<file path="src/rtl/sync_rx_pkg.sv">
package sync_rx_pkg;
  typedef enum logic [2:0] {
    ST_IDLE,
    ST_HUNT,
    ST_SKIP,
    ST_PAIR,
    ST_SYNC
  } rxState_t;

  typedef struct packed {
    logic shiftEn;
    logic cntClr;
    logic loadHold;
  } rxStrobe_t;
endpackage

</file>
<file path="src/rtl/sync_rx_datapath.sv">
module sync_rx_datapath
  import sync_rx_pkg::*;
#(
  parameter int MaxBits = 8
) (
  input  logic               clk,
  input  logic               rstN,
  input  rxStrobe_t          strobe,
  input  logic               bitIn,
  input  logic [1:0]         charLen,
  input  logic               parityEn,
  input  logic               parityOdd,
  input  logic [MaxBits-1:0] syn1,
  input  logic [MaxBits-1:0] syn2,
  input  logic [MaxBits-1:0] dle,
  output logic               huntHit,
  output logic               charDone,
  output logic               isSyn1,
  output logic               isSyn2,
  output logic               isDle,
  output logic               parityBad,
  output logic [MaxBits-1:0] holdData
);
  localparam int ShW  = MaxBits + 1;
  localparam int CntW = $clog2(MaxBits + 1);

  logic [ShW-1:0]     shiftQ, shiftNxt;
  logic [CntW-1:0]    cntQ, lastIdx;
  logic [1:0]         padBits;
  logic [MaxBits-1:0] lenMask, dataWin, huntWin;

  always_comb begin
    shiftNxt = {bitIn, shiftQ[ShW-1:1]};
    padBits  = 2'd3 - charLen;
    lenMask  = {MaxBits{1'b1}} >> padBits;
    huntWin  = shiftNxt[ShW-1:1] >> padBits;
    dataWin  = (parityEn ? shiftNxt[MaxBits-1:0] : shiftNxt[ShW-1:1]) >> padBits;
    lastIdx  = CntW'(MaxBits - 4) + CntW'(charLen) + CntW'(parityEn);
    huntHit  = strobe.shiftEn && (huntWin == (syn1 & lenMask));
    charDone = strobe.shiftEn && (cntQ == lastIdx);
    isSyn1   = dataWin == (syn1 & lenMask);
    isSyn2   = dataWin == (syn2 & lenMask);
    isDle    = dataWin == (dle & lenMask);
    parityBad = parityEn && (((^dataWin) ^ shiftNxt[ShW-1]) != parityOdd);
  end

  always_ff @(posedge clk or negedge rstN) begin
    if (!rstN) begin
      shiftQ   <= '0;
      cntQ     <= '0;
      holdData <= '0;
    end else begin
      if (strobe.shiftEn) shiftQ <= shiftNxt;
      if (strobe.cntClr) cntQ <= '0;
      else if (strobe.shiftEn) cntQ <= (cntQ == lastIdx) ? '0 : cntQ + 1'b1;
      if (strobe.loadHold) holdData <= dataWin;
    end
  end
endmodule

</file>
<file path="src/rtl/sync_rx_control.sv">
module sync_rx_control
  import sync_rx_pkg::*;
(
  input  logic      clk,
  input  logic      rstN,
  input  logic      bitStrobe,
  input  logic      rxEnable,
  input  logic      parityEn,
  input  logic      singleSync,
  input  logic      transparent,
  input  logic      stripEn,
  input  logic      readStrobe,
  input  logic      statusRead,
  input  logic      huntHit,
  input  logic      charDone,
  input  logic      isSyn1,
  input  logic      isSyn2,
  input  logic      isDle,
  input  logic      parityBad,
  output rxStrobe_t strobe,
  output rxState_t  rxState,
  output logic      ready,
  output logic      parityErr,
  output logic      overrun,
  output logic      syncDet,
  output logic      dleDet
);
  rxState_t stateNxt;
  logic enPrevQ, enRise, prevLeadQ;
  logic plainSingle, leadHit, followHit, leadFirst;
  logic charEvt, dropCh, syncAgain, dleSeen, gotSync, deliver;

  always_comb begin
    enRise      = rxEnable && !enPrevQ;
    plainSingle = !transparent && singleSync;
    leadHit     = transparent ? isDle : isSyn1;
    followHit   = transparent ? isSyn1 : isSyn2;
    leadFirst   = leadHit && !prevLeadQ;
    charEvt     = (rxState == ST_SYNC) && charDone;
    dropCh      = stripEn && (plainSingle ? isSyn1 : (leadFirst || (followHit && prevLeadQ)));
    syncAgain   = plainSingle ? isSyn1 : (followHit && prevLeadQ);
    dleSeen     = transparent && !parityEn && isDle && !prevLeadQ;
    gotSync     = ((rxState == ST_HUNT) && huntHit && singleSync) ||
                  ((rxState == ST_PAIR) && charDone && isSyn2);
    deliver     = charEvt && !dropCh;

    strobe.shiftEn  = bitStrobe && rxEnable && !enRise && (rxState != ST_IDLE);
    strobe.cntClr   = (rxState == ST_IDLE) || (rxState == ST_HUNT) || (rxState == ST_SKIP);
    strobe.loadHold = deliver;

    stateNxt = rxState;
    if (!rxEnable) stateNxt = ST_IDLE;
    else if (enRise) stateNxt = ST_HUNT;
    else begin
      case (rxState)
        ST_HUNT: if (huntHit)
                   stateNxt = parityEn ? ST_SKIP : (singleSync ? ST_SYNC : ST_PAIR);
        ST_SKIP: if (strobe.shiftEn) stateNxt = singleSync ? ST_SYNC : ST_PAIR;
        ST_PAIR: if (charDone) stateNxt = isSyn2 ? ST_SYNC : ST_HUNT;
        default: stateNxt = rxState;
      endcase
    end
  end

  always_ff @(posedge clk or negedge rstN) begin
    if (!rstN) begin
      rxState   <= ST_IDLE;
      enPrevQ   <= 1'b0;
      prevLeadQ <= 1'b0;
      ready     <= 1'b0;
      parityErr <= 1'b0;
      overrun   <= 1'b0;
      syncDet   <= 1'b0;
      dleDet    <= 1'b0;
    end else begin
      rxState <= stateNxt;
      enPrevQ <= rxEnable;
      if (rxState != ST_SYNC) prevLeadQ <= 1'b0;
      else if (charEvt) prevLeadQ <= leadFirst;
      if (!rxEnable) begin
        ready     <= 1'b0;
        parityErr <= 1'b0;
        overrun   <= 1'b0;
        syncDet   <= 1'b0;
        dleDet    <= 1'b0;
      end else begin
        if (deliver) ready <= 1'b1;
        else if (readStrobe) ready <= 1'b0;
        if (deliver && ready && !readStrobe) overrun <= 1'b1;
        else if (statusRead) overrun <= 1'b0;
        if (charEvt && parityBad) parityErr <= 1'b1;
        else if (statusRead) parityErr <= 1'b0;
        if (gotSync || (charEvt && syncAgain)) syncDet <= 1'b1;
        else if (statusRead) syncDet <= 1'b0;
        if (charEvt && dleSeen) dleDet <= 1'b1;
        else if (statusRead) dleDet <= 1'b0;
      end
    end
  end
endmodule

</file>
<file path="src/rtl/sync_char_rx.sv">
module sync_char_rx
  import sync_rx_pkg::*;
#(
  parameter int MaxBits = 8
) (
  input  logic               clk,
  input  logic               rstN,
  input  logic               bitStrobe,
  input  logic               bitIn,
  input  logic               rxEnable,
  input  logic [1:0]         charLen,
  input  logic               parityEn,
  input  logic               parityOdd,
  input  logic               singleSync,
  input  logic               transparent,
  input  logic               stripEn,
  input  logic [MaxBits-1:0] syn1,
  input  logic [MaxBits-1:0] syn2,
  input  logic [MaxBits-1:0] dle,
  input  logic               readStrobe,
  input  logic               statusRead,
  output logic [MaxBits-1:0] holdData,
  output logic               ready,
  output logic               parityErr,
  output logic               overrun,
  output logic               syncDet,
  output logic               dleDet
);
  rxStrobe_t strobe;
  rxState_t  rxState;
  logic huntHit, charDone, isSyn1, isSyn2, isDle, parityBad;

  sync_rx_datapath #(.MaxBits(MaxBits)) uPath (
    .clk(clk), .rstN(rstN), .strobe(strobe), .bitIn(bitIn), .charLen(charLen),
    .parityEn(parityEn), .parityOdd(parityOdd), .syn1(syn1), .syn2(syn2), .dle(dle),
    .huntHit(huntHit), .charDone(charDone), .isSyn1(isSyn1), .isSyn2(isSyn2),
    .isDle(isDle), .parityBad(parityBad), .holdData(holdData)
  );

  sync_rx_control uCtrl (
    .clk(clk), .rstN(rstN), .bitStrobe(bitStrobe), .rxEnable(rxEnable),
    .parityEn(parityEn), .singleSync(singleSync), .transparent(transparent),
    .stripEn(stripEn), .readStrobe(readStrobe), .statusRead(statusRead),
    .huntHit(huntHit), .charDone(charDone), .isSyn1(isSyn1), .isSyn2(isSyn2),
    .isDle(isDle), .parityBad(parityBad), .strobe(strobe), .rxState(rxState),
    .ready(ready), .parityErr(parityErr), .overrun(overrun), .syncDet(syncDet),
    .dleDet(dleDet)
  );
endmodule

</file>
<file path="config.mk">
export PLATFORM = sky130hd
export DESIGN_NAME = sync_char_rx
export DESIGN_NICKNAME = d
export VERILOG_FILES = /design/src/rtl/sync_rx_pkg.sv /design/src/rtl/sync_rx_datapath.sv /design/src/rtl/sync_rx_control.sv /design/src/rtl/sync_char_rx.sv
export SDC_FILE = /design/constraint.sdc
export NUM_CORES = 1
export LEC_CHECK = 0
export BUFFER_PORTS_ARGS = -buffer_cell sky130_fd_sc_hd__buf_2
export CAP_MARGIN = 20
export CELL_PAD_IN_SITES_DETAIL_PLACEMENT = 0
export CELL_PAD_IN_SITES_GLOBAL_PLACEMENT = 1
export CORE_MARGIN = 2
export CORE_UTILIZATION = 45
export DETAILED_ROUTE_END_ITERATION = 7
export PLACE_DENSITY = 0.88
export SLEW_MARGIN = 20
export SYNTH_ARGS = -nofsm -noshare
export SYNTH_HDL_FRONTEND = slang
export SYNTH_SLANG_ARGS = --single-unit
</file>
<file path="constraint.sdc">
create_clock -name clk -period 8.8 [get_ports clk]
set_input_delay 1.32 -clock clk [delete_from_list [all_inputs] [get_ports clk]]
set_output_delay 1.32 -clock clk [all_outputs]
set_load 0.1 [all_outputs]
</file>
Yosys cells after proc, flatten, opt, wreduce, memory -nomap -nowiden --
Index checks and enable logic that the tools add are counted. W data, S select, Z words.
Word-level totals: bits in registers 31, bits of input ports 38, output and inout port bits 13, logic and storage cells 116
Cells by class: add/subtract/negate cells 4, eq/ne operators 20, shifts and indexed selects 3, multiplexer cells 31, bitwise gates (word level) 4, reductions and logical operators 43
Operators with widths (count):
- $eq A8 B8 Y1 | 4
- $logic_and A1 B1 Y1 | 25
- $and A8 B8 Y8 | 3
- $mux W3 | 8
- $mux W1 | 18
- $shr A8 B2 Y8 | 2
- $ne A3 B1 Y1 const B | 5
- $mux W4 | 3
- $pmux W3 S3 | 1
- $mux W8 | 1
- $ne A4 B2 Y1 const B | 2
- $reduce_xor A8 Y1 | 1
- $shr A8 B2 Y8 const A | 1
- $logic_not A1 Y1 | 7
- $eq A3 B2 Y1 const B | 2
- $logic_or A1 B1 Y1 | 5
- $ne A5 B1 Y1 const B | 1
- $add A3 B2 Y4 const A | 1
- $add A4 B1 Y4 | 1
- $add A4 B1 Y4 const B | 1
- $eq A4 B4 Y1 | 1
- $ne A4 B3 Y1 const B | 1
- $reduce_and A4 Y1 | 1
- $reduce_bool A2 Y1 | 2
- 8 further kinds | 8

Logic depth before layout (Yosys ltp) --
Gate-level depths: netlist of the first run.
depth in word-level cells 15, gate-level depth with buffers 11

Cells and area by module --
From an unflattened synthesis of the first run, not the netlist that was laid out.
Second synthesis, totals: cells, all modules 328, area, all modules 2798.9 µm²
By module, submodules not included:
- sync_rx_datapath | instances 1, cells each 250, area an instance 2130.8 µm², seq. area each 500.5 µm²
- sync_rx_control | instances 1, cells each 78, area an instance 668.1 µm², seq. area each 250.2 µm²

Worst setup path after synthesis of the first run --
No wires, ideal clock.
kind input-to-reg, start point input parityEn, end point register uPath.holdData[1], setup time 0.125 ns, arrival time 3.809 ns, required time 8.675 ns, slack 4.866 ns, stages 10, buffers on the path 2, cells stage by stage buf_6 -> buf_8 -> mux2i_1 -> mux4_2 -> xor2_1 -> nand4_1 -> nor4_4 -> nand2b_1 -> a221oi_4 -> mux2_4
On the way: word-level cells in the longest chain between the ends 10, elaborated cells between the ends (all ways) 18, classes of those cells 1 x add/sub; 4 x eq/ne; 1 x shift; 4 x mux; 8 x reduce/logical
RTL lines:
- from (decl) | RTL line sync_char_rx.sv:12 | input logic parityEn,
- $mux W8 | RTL line sync_rx_datapath.sv:37 | dataWin = (parityEn ? shiftNxt[MaxBits-1:0] : shiftNxt[ShW-1:1]) >> padBits;
- $shr A8 B2 Y8 | RTL line sync_rx_datapath.sv:37
- $eq A8 B8 Y1, on equally long branches | RTL line sync_rx_datapath.sv:41, sync_rx_datapath.sv:42, sync_rx_datapath.sv:43
- $mux W1, on equally long branches | RTL line sync_rx_control.sv:36, sync_rx_control.sv:37
- $logic_and A1 B1 Y1, on equally long branches | RTL line sync_rx_control.sv:38, sync_rx_control.sv:40
- $logic_or A1 B1 Y1 | RTL line sync_rx_control.sv:40 | dropCh = stripEn && (plainSingle ? isSyn1 : (leadFirst || (followHit && prevLeadQ)));
- $mux W1 | RTL line sync_rx_control.sv:40
- $logic_and A1 B1 Y1 | RTL line sync_rx_control.sv:40
- $logic_not A1 Y1 | RTL line sync_rx_control.sv:45 | deliver = charEvt && !dropCh;
- $logic_and A1 B1 Y1 | RTL line sync_rx_control.sv:45
- to (signal assigned) | RTL line sync_rx_datapath.sv:56 | if (strobe.loadHold) holdData <= dataWin;
- to (decl) | RTL line sync_rx_datapath.sv:22 | output logic [MaxBits-1:0] holdData
Parallel ways exist; a longest one is shown, timed or not. A chain may end at the register's enable or synchronous reset.

Worst setup path after layout of the first run --
start point input parityEn, end point register uPath.holdData[7]
Same word-level chain as after synthesis.

==> results of run 1 <==
-- cells by family after synthesis --
family	after synthesis	share of synthesized area
simple gates	110	0.2013
compound gates	59	0.1577
xor+xnor	40	0.1308
mux	33	0.1744
buf+inv	30	0.05258
flops	30	0.2697
fa+ha+maj	3	0.01348
-- cell usage after synthesis (2+ instances only) --
cell type,n,area (um2)
dfrtp_1,30,750.7
o31ai_1,2,15.01
nand2b_1,7,43.79
o21ai_0,15,75.07
mux2i_2,2,27.53
buf_2,6,30.03
nand4_1,3,18.77
or3_1,4,25.02
a22oi_1,3,22.52
xor2_1,12,105.1
nor4_4,2,42.54
mux2_4,4,60.06
nor2_1,18,67.56
nand2_1,47,176.4
buf_6,2,22.52
ha_1,3,37.54
a211oi_1,2,15.01
nand3b_1,3,22.52
and2_1,2,12.51
a21oi_1,7,35.03
buf_1,2,7.510
mux2i_1,15,150.1
inv_1,11,41.29
nand3_1,8,40.04
nor2b_1,6,37.54
a32o_1,2,20.02
o22ai_1,2,12.51
mux4_2,7,157.7
mux2i_4,3,67.56
a22o_1,4,35.03
o311ai_1,2,17.52
or2_2,2,12.51
a32oi_1,4,35.03
o211ai_1,3,22.52
xnor2_1,27,236.5
clkbuf_1,8,30.03
nor3_1,3,15.01
-- cell type report --
type                    count  area [um2]  share of cell area
well taps                  75       93.84             0.02954
inverters                  11       41.29             0.01300
flip-flops and latches     30       750.7              0.2363
clock inverters             2       60.06             0.01891
repair buffers             51       257.7             0.08113
multi-input cells         245        1891              0.5951
clock buffers               6       82.58             0.02599
-- through the flow --
| stage | utilization | hold slack (ps) | setup slack [ps] | std cells |
|---|---|---|---|---|
| 4_1_cts | 0.5328 | 475.6 | 4041 | 420 |
| 6_report | 0.5334 | 473.2 | 4341 | 420 |
| 3_5_place_dp | 0.5088 | 458.5 | 3728 | 412 |
| 5_1_grt | 0.5334 | 503.2 | 4144 | 420 |
| 2_1_floorplan | - | 427.0 | 4866 | 305 |
| 3_3_place_gp | 0.5088 | 459.3 | 3826 | 412 |
-- sequential cells by signal (all words and copies together) (netlist names), 3 cells and up --
name            count
uPath.holdData      8
uPath.shiftQ        8
uPath.cntQ          4
uCtrl.rxState       3
-- path summary, 6_finish.rpt --
kind                                 start  slack (ps)  depth (start not counted)                end
setup / recovery                  parityEn        4340                          9  uPath.holdData[7]
hold / removal             uPath.shiftQ[1]         470                          2    uPath.shiftQ[1]
setup reg to reg           uPath.shiftQ[7]        5300                          8  uPath.holdData[7]
hold reg to reg            uPath.shiftQ[1]         470                          2    uPath.shiftQ[1]
max in group asynchronous             rstN        7270                          1    uPath.shiftQ[2]
min in group asynchronous             rstN        1070                          1  uPath.holdData[7]
-- critical path, cell delays in order --
cell and delay (ps):
buf_2 380, mux2i_2 700, mux4_2 480, xor2_1 170
nand3b_1 130, nor4_4 340, a2111oi_2 150, a221oi_4 600
mux2_4 350
-- layer usage --
metal / wire [um] / up-vias / GRT usage
li1: - / 1169 / -
met5: 0 / - / 0
met2: 3236 / 75 / 0.3500
met1: 2981 / 1153 / 0.2850
met3: 395 / 11 / 0.04239
met4: 127 / 0 / 0.07049
-- report_power, final --
| group | internal [uW] | leakage [uW] | switching, uW |
|---|---|---|---|
| sequential | 142 | 0.000392 | 13.3 |
| clock | 121 | 0.0000714 | 55.1 |
| combinational | 70.1 | 0.000958 | 81.9 |
| total | 333 | 0.00142 | 150 |
==> results.ini, run 1 <==
[yosys]
yosys_warnings=0
synth_flop_cell=dfrtp_1
synth_nets=346
syn_area_per_cell_um2=9.128
ys_ff_latch=30
synth_cells=305
netlist_area_um2=2784
ys_seq_area_frac=0.2697
synth_edf_count=0
synthArstFlopShare=1.000
ys_types=59

[cells_and_area]
finalNetCount=385
area_delta_synth_final_pct=14.11
antenna_cells=0
fillers=560
layout_commonest_cell=buf_2
drive_gt1_frac=0.2493
stdcell_area_um2=3177
final_cell_mix=buf_2, nand2_1, dfrtp_1

[placement]
dp_hpwl_um=5200
numPortBuffers=50
place_area_um2=3030
gp_congestion=0.8582

[drt]
wl_um=6740
routed_via_density=5.733
drt_first_pass_iters=4
final_antenna_net_count=0
drt-initial-drc-count=157
wire_per_inst_um=16.05
route.detailed.drc=0
num_vias=2408

[timing]
fmax_ghz=0.2243
setup_viol=0
fin_crit_sh=0.5067
maxSlewViolCount=0
slew-limit-headroom=0.5107
fin_skew_ps=8.304
rsz0062_at_grt=false
layout_min_cycle_time_ps=4459
worst-slew-pin-transition_ps=719.7
hold_viol=0
tns_ps=0

[die]
ios=51
initial_utilization=0.4674
num_rows=28
dieHeight_um=82.66
dieArea_um2=6832
coreArea_um2=5956
die_width_um=82.66

[setup_path]
critPathMaxFanout=17
startpoint_type=input port
worst-endpoint-required_ps=8970
worstSetupPathType=in2reg
crit_arrival_ps=4630
worst_setup_path_end_kind=register

[power]
p_per_area_nw_per_um2=152.2
power.total_uw=483.6
p_leak_uw=0.001421
peakVddDrop_uv=151.4

[grt]
grt_antenna_before_repair=0
grt_pass1_wl_um=11120
grt_start_max_net_pins=31
grt_pass1_vias=2301
overflow=0
grt_usage=0.2147

[status]
status=complete, no violations

[cts]
path_clk_slew_ps=70
cts.sinks=30
cts_buffer_depth=2
cts-root-buf=clkbuf_8
cts_resized=0
postCtsHoldBufs=0
cts_buffers=5
post_cts_buffers=0
clock_latency_ps=290
cts_tree=done
htreeDepth=2

[worst_hold_path]
min_path_type=reg2reg

[flow_run]
drv_cap=0

No activity file was read; power rests on OpenSTA's default activity.
==> run 2: changes to the inputs <==
Settings changed: CORE_UTILIZATION 45 to 39, PLACE_DENSITY 0.88 to 0.82.
Clock period 8.8 ns to 3.8 ns, I/O delays scaled along.
==> results.ini, run 2 (same netlist as run 1, synthesis figures left out) <==
[drt]
wl_um=7019  ; +4.1%
drt_first_pass_iters=4  ; unchanged
num_vias=2411  ; +0.12%
route.detailed.drc=0  ; unchanged
final_antenna_net_count=0  ; unchanged
routed_via_density=5.322  ; -7.2%
wire_per_inst_um=15.49  ; -3.4%
drt-initial-drc-count=153  ; -2.5%

[grt]
grt_pass1_vias=2302  ; +0.043%
grt_start_max_net_pins=31  ; unchanged
grt_usage=0.1906  ; -0.02411
overflow=0  ; unchanged
grt_antenna_before_repair=0  ; unchanged
grt_pass1_wl_um=11520  ; +3.6%

[cts]
htreeDepth=2  ; unchanged
clock_latency_ps=290  ; about the same
cts-root-buf=clkbuf_8
cts_resized=0  ; unchanged
cts_buffers=5  ; unchanged
cts.sinks=30  ; unchanged
cts_buffer_depth=2  ; unchanged
post_cts_buffers=0  ; unchanged
postCtsHoldBufs=0  ; unchanged
path_clk_slew_ps=60  ; about the same
cts_tree=done

[power]
p_leak_uw=0.001468  ; +3.3%
p_per_area_nw_per_um2=321.3  ; +110%
peakVddDrop_uv=136.5  ; -9.8%

[timing]
setup_slack_ps=514.1  ; -3827 ps
fin_crit_sh=0.8647
maxSlewViolCount=0  ; unchanged
worst-slew-pin-transition_ps=668.8  ; -50.98 ps
rsz0062_at_grt=false
setup_viol=0  ; unchanged
fin_skew_ps=2.334  ; -5.970 ps
tns_ps=0  ; unchanged
slew-limit-headroom=0.5542  ; +0.04348
hold_viol=0  ; unchanged
layout_min_cycle_time_ps=3286
fmax_ghz=0.3043

[status]
status=complete, no violations

[cells_and_area]
final_cell_mix=buf_2, nand2_1, dfrtp_1
drive_gt1_frac=0.2717  ; +0.02243
finalNetCount=397  ; +3.1%
layout_commonest_cell=buf_2
top_regs=uPath.holdData (8), uPath.shiftQ (8), uPath.cntQ (4)
area_delta_synth_final_pct=16.94
antenna_cells=0  ; unchanged

[die]
ios=51  ; unchanged
dieArea_um2=7830  ; +15%
coreArea_um2=6869  ; +15%
num_rows=30  ; +7.1%
die_width_um=88.49  ; +7.1%
initial_utilization=0.4053  ; -0.06215
dieHeight_um=88.49  ; +7.1%

[flow_run]
drv_cap=0  ; unchanged

[setup_path]
crit_arrival_ps=3500  ; -1130 ps
crit_chain=buf_2 > mux2i_4 > a22o_1 > or3_1 > nand4_1 > nor4_4 > nand2b_1 > a221oi_4 > buf_4 > mux2i_1
r2r_end=uPath.holdData[0]
slowest_stage=mux2i_4
startpoint_type=input port
worstSetupPathType=in2reg
reg2reg_depth=9  ; +1
r2r-start=uPath.shiftQ[7]
rrSetupSlack_ps=630  ; -4670 ps
worst-endpoint-required_ps=4010  ; -4960 ps
worst_setup_path_end_kind=register
critPathMaxFanout=14  ; -3
max_stage_delay_ps=590  ; -110 ps

[placement]
numPortBuffers=50  ; unchanged
post-place-ws_ps=219.3  ; -3509 ps
gp_congestion=0.8488  ; -1.1%
dp_hpwl_um=5541  ; +6.6%

[worst_hold_path]
min_path_type=in2async

-- run 2: cell type report --
type,count,area (um2)
timing repair buffer,63,347.8
clock inverter,3,40.04
tap,96,120.1
clock buffer,5,68.82
inverter,11,41.29
multi-input combinational,245,1887
fill,678,3613
sequential,30,750.7
-- run 2: worst max path at each step --
| stage | from | endpoint | depth (start not counted) |
|---|---|---|---|
| 3_5_place_dp | parityEn | uPath.holdData[0] | 10 |
| 3_3_place_gp | parityEn | uPath.holdData[0] | 10 |
| 6_report | parityEn | uPath.holdData[0] | 10 |
| 2_1_floorplan | parityEn | uPath.holdData[1] | 10 |
| 5_1_grt | parityEn | uPath.holdData[3] | 10 |
| 4_1_cts | parityEn | uPath.holdData[0] | 10 |
-- run 2: metrics by stage --
step	cells	cell area, um2	power [uW]	hold WS, ps	util
floorplan	305	2784	637.9	274.4	-
global placement	445	3147	729.6	457.5	0.4581
detailed placement	445	3147	735.8	463.1	0.4581
CTS	453	3256	1056	328.6	0.4740
global route	453	3256	1105	369.2	0.4740
finish	453	3256	1046	314.6	0.4740
-- run 2: report_power, final --
| group | internal, uW | total (uW) | switching (uW) |
|---|---|---|---|
| registers | 330 | 360 | 30.4 |
| clock network | 193 | 318 | 125 |
| logic | 173 | 368 | 195 |
| total | 696 | 1050 | 350 |
-- run 2: per-layer routing --
metal,global-route usage,wire length (um),vias to the layer above
met5,0,0,-
met3,0.04011,338,12
met1,0.2440,3184,1145
met4,0.06612,116,0
li1,-,-,1192
met2,0.3192,3380,62
-- run 2: critical path: cells and delay by family --
kind | cells | cell delay (ps)
AOI/OAI and AO/OA | 2 | 830
muxes | 2 | 780
buffers and inverters | 2 | 530
and+or+nand+nor | 4 | 760
